$ cat config.mk
export PLATFORM = sky130hd
export DESIGN_NAME = be_lsu_aligner
export DESIGN_NICKNAME = d
export VERILOG_FILES = /design/src/rtl/lsa_pkg.sv /design/src/rtl/lsa_align_chk.sv /design/src/rtl/lsa_store_lane.sv /design/src/rtl/lsa_load_extract.sv /design/src/rtl/be_lsu_aligner.sv
export SDC_FILE = /design/constraint.sdc
export NUM_CORES = 1
export LEC_CHECK = 0
export BUFFER_PORTS_ARGS = -buffer_cell sky130_fd_sc_hd__buf_2
export CAP_MARGIN = 20
export CELL_PAD_IN_SITES_DETAIL_PLACEMENT = 1
export CELL_PAD_IN_SITES_GLOBAL_PLACEMENT = 1
export CORE_ASPECT_RATIO = 2
export CORE_MARGIN = 2
export CORE_UTILIZATION = 26
export DETAILED_ROUTE_END_ITERATION = 12
export GPL_ROUTABILITY_DRIVEN = 0
export PLACE_DENSITY_LB_ADDON = 0.1
export SYNTH_ARGS = -nofsm -noshare
export SYNTH_HDL_FRONTEND = slang
export SYNTH_SLANG_ARGS = --single-unit
$ cat constraint.sdc
create_clock -name clk -period 4.18 [get_ports clk]
set_input_delay 0.836 -clock clk [delete_from_list [all_inputs] [get_ports clk]]
set_output_delay 0.836 -clock clk [all_outputs]
set_load 0.005 [all_outputs]
$ cat src/rtl/lsa_pkg.sv
// Shared types for the big-endian load/store aligner.
// Assumes a 2-bit size code; the reserved code is always treated as a fault.
package lsa_pkg;
    typedef enum logic [1:0] {
        SZ_BYTE = 2'b00,
        SZ_HALF = 2'b01,
        SZ_WORD = 2'b10,
        SZ_RSVD = 2'b11
    } xfer_size_e;
endpackage

$ cat src/rtl/lsa_align_chk.sv
// Alignment checker: decides whether an offset suits the transfer size.
// Assumes a power-of-two lane count; a halfword needs an even offset and a
// full word needs offset zero. The reserved size always faults.
module lsa_align_chk
    import lsa_pkg::*;
#(
    parameter int OFF_W = 2
) (
    input  xfer_size_e       size,
    input  logic [OFF_W-1:0] off,
    output logic             fault
);
    // Purpose: combinational fault decode per size.
    always_comb begin
        unique case (size)
            SZ_BYTE: fault = 1'b0;
            SZ_HALF: fault = off[0];
            SZ_WORD: fault = |off;
            default: fault = 1'b1;
        endcase
    end
endmodule

$ cat src/rtl/lsa_store_lane.sv
// Store lane placer: puts the rightmost byte/halfword (or the whole word)
// of the register into the lanes and raises per-lane write enables.
// Lane g holds byte offset g, i.e. bits DATA_W-1-8g down to DATA_W-8-8g
// (big-endian); its enable is bit LANES-1-g. Narrow data is replicated.
module lsa_store_lane
    import lsa_pkg::*;
#(
    parameter int DATA_W = 32,
    localparam int LANES = DATA_W / 8,
    localparam int OFF_W = $clog2(LANES)
) (
    input  logic              en,
    input  xfer_size_e        size,
    input  logic [OFF_W-1:0]  off,
    input  logic [DATA_W-1:0] st_data,
    output logic [DATA_W-1:0] wr_data,
    output logic [LANES-1:0]  wr_be
);
    for (genvar g = 0; g < LANES; g++) begin : g_lane
        localparam int HI = DATA_W - 1 - 8 * g;
        logic       hit;
        logic [7:0] byte_v;

        // Purpose: decide whether this lane is written by the current store.
        always_comb begin
            unique case (size)
                SZ_BYTE: hit = (off == OFF_W'(g));
                SZ_HALF: hit = (off[OFF_W-1:1] == (OFF_W-1)'(g / 2));
                SZ_WORD: hit = 1'b1;
                default: hit = 1'b0;
            endcase
        end

        // Purpose: choose the register byte this lane carries.
        always_comb begin
            unique case (size)
                SZ_BYTE: byte_v = st_data[7:0];
                SZ_HALF: byte_v = (g % 2 == 0) ? st_data[15:8] : st_data[7:0];
                default: byte_v = st_data[HI -: 8];
            endcase
        end

        assign wr_data[HI -: 8]    = en ? byte_v : 8'h00;
        assign wr_be[LANES-1-g]    = en & hit;
    end
endmodule

$ cat src/rtl/lsa_load_extract.sv
// Load extractor: selects the addressed byte or halfword from the returned
// word using big-endian lane order and widens it by sign or zero fill.
// Assumes a power-of-two lane count so that LANES-1-off equals ~off.
module lsa_load_extract
    import lsa_pkg::*;
#(
    parameter int DATA_W = 32,
    localparam int LANES = DATA_W / 8,
    localparam int OFF_W = $clog2(LANES)
) (
    input  logic              active,
    input  xfer_size_e        size,
    input  logic [OFF_W-1:0]  off,
    input  logic              sext,
    input  logic [DATA_W-1:0] rd_word,
    output logic [DATA_W-1:0] ld_data
);
    logic [7:0]  byte_v;
    logic [15:0] half_v;
    logic [OFF_W-1:0] inv_off;
    logic [OFF_W-2:0] inv_half;

    assign inv_off  = ~off;
    assign inv_half = ~off[OFF_W-1:1];

    // Purpose: shift the addressed item down to the low end of the word.
    always_comb begin
        byte_v = 8'(rd_word >> {inv_off, 3'b000});
        half_v = 16'(rd_word >> {inv_half, 4'b0000});
    end

    // Purpose: widen the selected item and gate by result validity.
    always_comb begin
        if (!active) begin
            ld_data = '0;
        end else begin
            unique case (size)
                SZ_BYTE: ld_data = {{(DATA_W-8){sext & byte_v[7]}}, byte_v};
                SZ_HALF: ld_data = {{(DATA_W-16){sext & half_v[15]}}, half_v};
                default: ld_data = rd_word;
            endcase
        end
    end
endmodule

$ cat src/rtl/be_lsu_aligner.sv
// Top of the big-endian narrow load/store aligner.
// Assumes a synchronous memory: the request is taken on one edge and the
// read word arrives in the next cycle. Store outputs are combinational in
// the request cycle; load attributes are held one cycle for the return.
module be_lsu_aligner
    import lsa_pkg::*;
#(
    parameter int DATA_W = 32,
    localparam int LANES = DATA_W / 8,
    localparam int OFF_W = $clog2(LANES)
) (
    input  logic              clk,
    input  logic              rst_n,
    input  logic              req_valid,
    input  logic              req_store,
    input  logic [1:0]        req_size,
    input  logic              req_signed,
    input  logic [OFF_W-1:0]  req_off,
    input  logic [DATA_W-1:0] st_data,
    input  logic [DATA_W-1:0] rd_word,
    output logic [DATA_W-1:0] wr_data,
    output logic [LANES-1:0]  wr_be,
    output logic              misalign,
    output logic              ld_valid,
    output logic [DATA_W-1:0] ld_data
);
    xfer_size_e       size_in;
    logic             fault;
    logic             store_ok;
    logic             load_ok;

    xfer_size_e       size_q;
    logic [OFF_W-1:0] off_q;
    logic             sext_q;
    logic             pend_q;

    assign size_in  = xfer_size_e'(req_size);
    assign misalign = req_valid & fault;
    assign store_ok = req_valid &  req_store & ~fault;
    assign load_ok  = req_valid & ~req_store & ~fault;

    lsa_align_chk #(.OFF_W(OFF_W)) u_align (
        .size  (size_in),
        .off   (req_off),
        .fault (fault)
    );

    lsa_store_lane #(.DATA_W(DATA_W)) u_store (
        .en      (store_ok),
        .size    (size_in),
        .off     (req_off),
        .st_data (st_data),
        .wr_data (wr_data),
        .wr_be   (wr_be)
    );

    // Purpose: hold the load attributes until the memory word returns.
    always_ff @(posedge clk) begin
        if (!rst_n) begin
            pend_q <= 1'b0;
            size_q <= SZ_WORD;
            off_q  <= '0;
            sext_q <= 1'b0;
        end else begin
            pend_q <= load_ok;
            if (load_ok) begin
                size_q <= size_in;
                off_q  <= req_off;
                sext_q <= req_signed;
            end
        end
    end

    lsa_load_extract #(.DATA_W(DATA_W)) u_load (
        .active  (pend_q),
        .size    (size_q),
        .off     (off_q),
        .sext    (sext_q),
        .rd_word (rd_word),
        .ld_data (ld_data)
    );

    assign ld_valid = pend_q;
endmodule

==> results.cfg <==
[final_layout]
fin_nets = 446
final_cells = 455
area_delta_synth_final_pct = 47.05
multi_input_area_mm2 = 0.001364
n_fill_cell = 855
drive_gt1_frac = 0.4501
diodes = 0
seq_area_um2 = 120.1

[worst_hold_path]
hold_class = register to register

[timing]
slew_viol_final = 0
rsz0062_at_grt = no
fin_skew_ps = 0
hold_ws_ps = 488.4
worstMarginPinSlew_ps = 872.6
setup_viol = 0
tns_ps = 0
post-route-min-period_ps = 3276
finalHoldViolCount = 0
fmax_ghz = 0.3053
timing.final.crit_share = 0.7836
slew_headroom = 0.4161

[floorplanning]
fp.dieW_um = 60.08
die_y_um = 116.2
die-area_mm2 = 0.006979
std_cell_rows = 40
initial_core_util = 0.2700
core_area_mm2 = 0.006056
design.portCount = 143

[detailed_routing]
viasPerCell = 5.268
ant_nets = 0
drtIter0Drc = 136
first_pass_iters = 4
wl_per_cell_um = 16.66
drc = 0
wl_um = 7580
vias = 2397

[worst_setup_path]
crit_path_start = off_q[1]
cp-start-kind = register
critPathMaxStageDelay_ps = 770
cp_slowest_cell = dfxtp_1
r2r-start = size_q[0]
path_class = register to output port
reg2reg_to = size_q[0]
path_max_fanout = 20
cp-end-kind = output port
r2r_cells = 2
cp-endpoint = ld_data[24]
arrival_ps = 2440
r2r_slack_ps = 3020
cp_data_required_time_ps = 3340
crit_chain = mux2_2 > nand4_1 > o211ai_1 > buf_2

[power_and_ir_drop]
p_comb_frac = 0.409
p_clk_frac = 0.414
leakage_nw = 1.232
swShare = 0.3266
power.switching_mw = 0.1249
powerDensity_mw_per_mm2 = 159.0
ir_drop_uv = 96.34
internal_power_mw = 0.2574
pwr-share-seq = 0.177

[placement]
dpl.hpwl_um = 6234
numPortBuffers = 142
dp_cells = 452

[synthesis]
synthesis.area_mm2 = 0.001635
syn_area_per_cell_um2 = 6.541
synth_cell_types = 34
syn_inst = 250
synth_warnings = 0
ys_ff_latch = 6
synth_seq_area_share = 0.07345
syn_nets = 323

[cts]
tritoncts = built
path_clk_slew_ps = 30
numCtsBuffers = 3
cts.htree.levels = 1
postCtsSetupRepairBufs = 0
ctsResizeCount = 0
clock_path_buffers = 2
cts_hold_buffers = 0
insertion_delay_ps = 230
cts-root-buf = clkbuf_16
cts.sinks = 6

[global_route]
grt_pass1_wl_um = 11280
grt_pass1_vias = 2385
antenna_found_initial = 0
grt_usage = 0.2127
grt_max_degree = 29
grt_overflow = 0

[run]
max_cap_violations = 0

[outcome]
status = finished clean
Yosys cell counts:
library cell,count,area (um^2)
nand2_1,51,191.4
a21oi_1,26,130.1
and2_1,17,106.4
o211ai_1,17,127.6
o21ai_0,16,80.08
clkbuf_1,15,56.30
mux2_2,15,168.9
mux2i_1,12,120.1
nor2_1,10,37.54
and3_1,9,56.30
o22ai_1,8,50.05
a311oi_1,7,61.31
buf_2,7,35.03
dfxtp_1,6,120.1
a32oi_1,5,43.79
buf_6,4,45.04
inv_1,4,15.01
a21o_1,2,15.01
a22o_1,2,17.52
a31oi_1,2,12.51
mux4_2,2,45.04
a2111oi_0,1,8.760
a21oi_2,1,8.760
a22oi_2,1,12.51
nand2b_1,1,6.260
nand4_1,1,6.260
nor2b_1,1,6.260
nor3_1,1,5.000
nor3b_1,1,7.510
o21a_1,1,7.510
o21bai_1,1,7.510
or2_1,1,6.260
or3_1,1,6.260
or3_4,1,11.26
worst max-delay path, delay by kind of cell (launching register included):
| family | cells | cell delay [ps] |
|---|---|---|
| buf+inv | 1 | 160 |
| compound gates | 1 | 350 |
| flops | 1 | 770 |
| mux | 1 | 330 |
| simple gates | 1 | 590 |
per-layer routing:
metal  vias up  track usage  wire, um
li1       1166            -         -
met1      1116       0.1884      2520
met2        98       0.4391      4449
met3        17      0.02104       330
met4         0      0.09926       280
met5         -            0         0
power groups by stage:
stage               clock [mW]  sequential [mW]  combinational [mW]
floorplan                    0           0.0621              0.0895
global placement             0           0.0680               0.155
detailed placement           0           0.0682               0.158
CTS                      0.162           0.0674               0.158
global route             0.163           0.0684               0.172
finish                   0.158           0.0676               0.156
flip-flops by register name (all words and copies together) (netlist names):
| signal | flops |
|---|---|
| ld_valid | 1 |
| sext_q | 1 |
| off_q | 2 |
| size_q | 2 |
cell usage in the layout, fill, tap and decap left out, types with 2 or more instances in the layout:
cell type and count:
a311oi_1 7, clkbuf_16 3, a22o_1 2, o21ai_0 16, a21o_1 2, dfxtp_1 6
and3_1 9, inv_1 4, mux2i_1 12, buf_4 2, nor2_1 10, nand2_1 51
mux2_2 15, buf_2 142, o211ai_1 17, a31oi_1 2, a21oi_1 26, o22ai_1 8
mux4_2 2, and2_1 17, a32oi_1 5
cell type report:
class / instances / share of cell area
repair buffers: 144 / 0.3018
well taps: 84 / 0.04370
multi-input cells: 214 / 0.5671
clock buffers: 3 / 0.03122
flip-flops and latches: 6 / 0.04995
inverters: 4 / 0.006243
worst min path at each step:
stage	startpoint	to	slack, ps	cells after the start
after floorplan	sext_q	sext_q	450	2
after detailed placement	sext_q	sext_q	480	2
after global placement	sext_q	sext_q	460	2
final	sext_q	sext_q	490	2
after global routing	sext_q	sext_q	520	2
after CTS	sext_q	sext_q	490	2
kinds of logic after synthesis:
kind of cell           count (synthesis)  synth area share
buffers and inverters                 30           0.09257
and+or+nand+nor                       95            0.2732
DFF                                    6           0.07345
AOI/OAI and AO/OA                     90            0.3565
muxes                                 29            0.2043
stage by stage:
| stage | power [mW] | utilization | area, um^2 | worst slack [ps] |
|---|---|---|---|---|
| 2_1_floorplan | 0.1515 | - | 1635 | 1509 |
| 3_3_place_gp | 0.2229 | 0.3847 | 2330 | 1027 |
| 3_5_place_dp | 0.2261 | 0.3847 | 2330 | 970.3 |
| 4_1_cts | 0.3879 | 0.3971 | 2405 | 916.2 |
| 5_1_grt | 0.4039 | 0.3971 | 2405 | 733.6 |
| 6_report | 0.3823 | 0.3971 | 2405 | 904.4 |
Note: power is estimated with default switching activity, not from simulation.
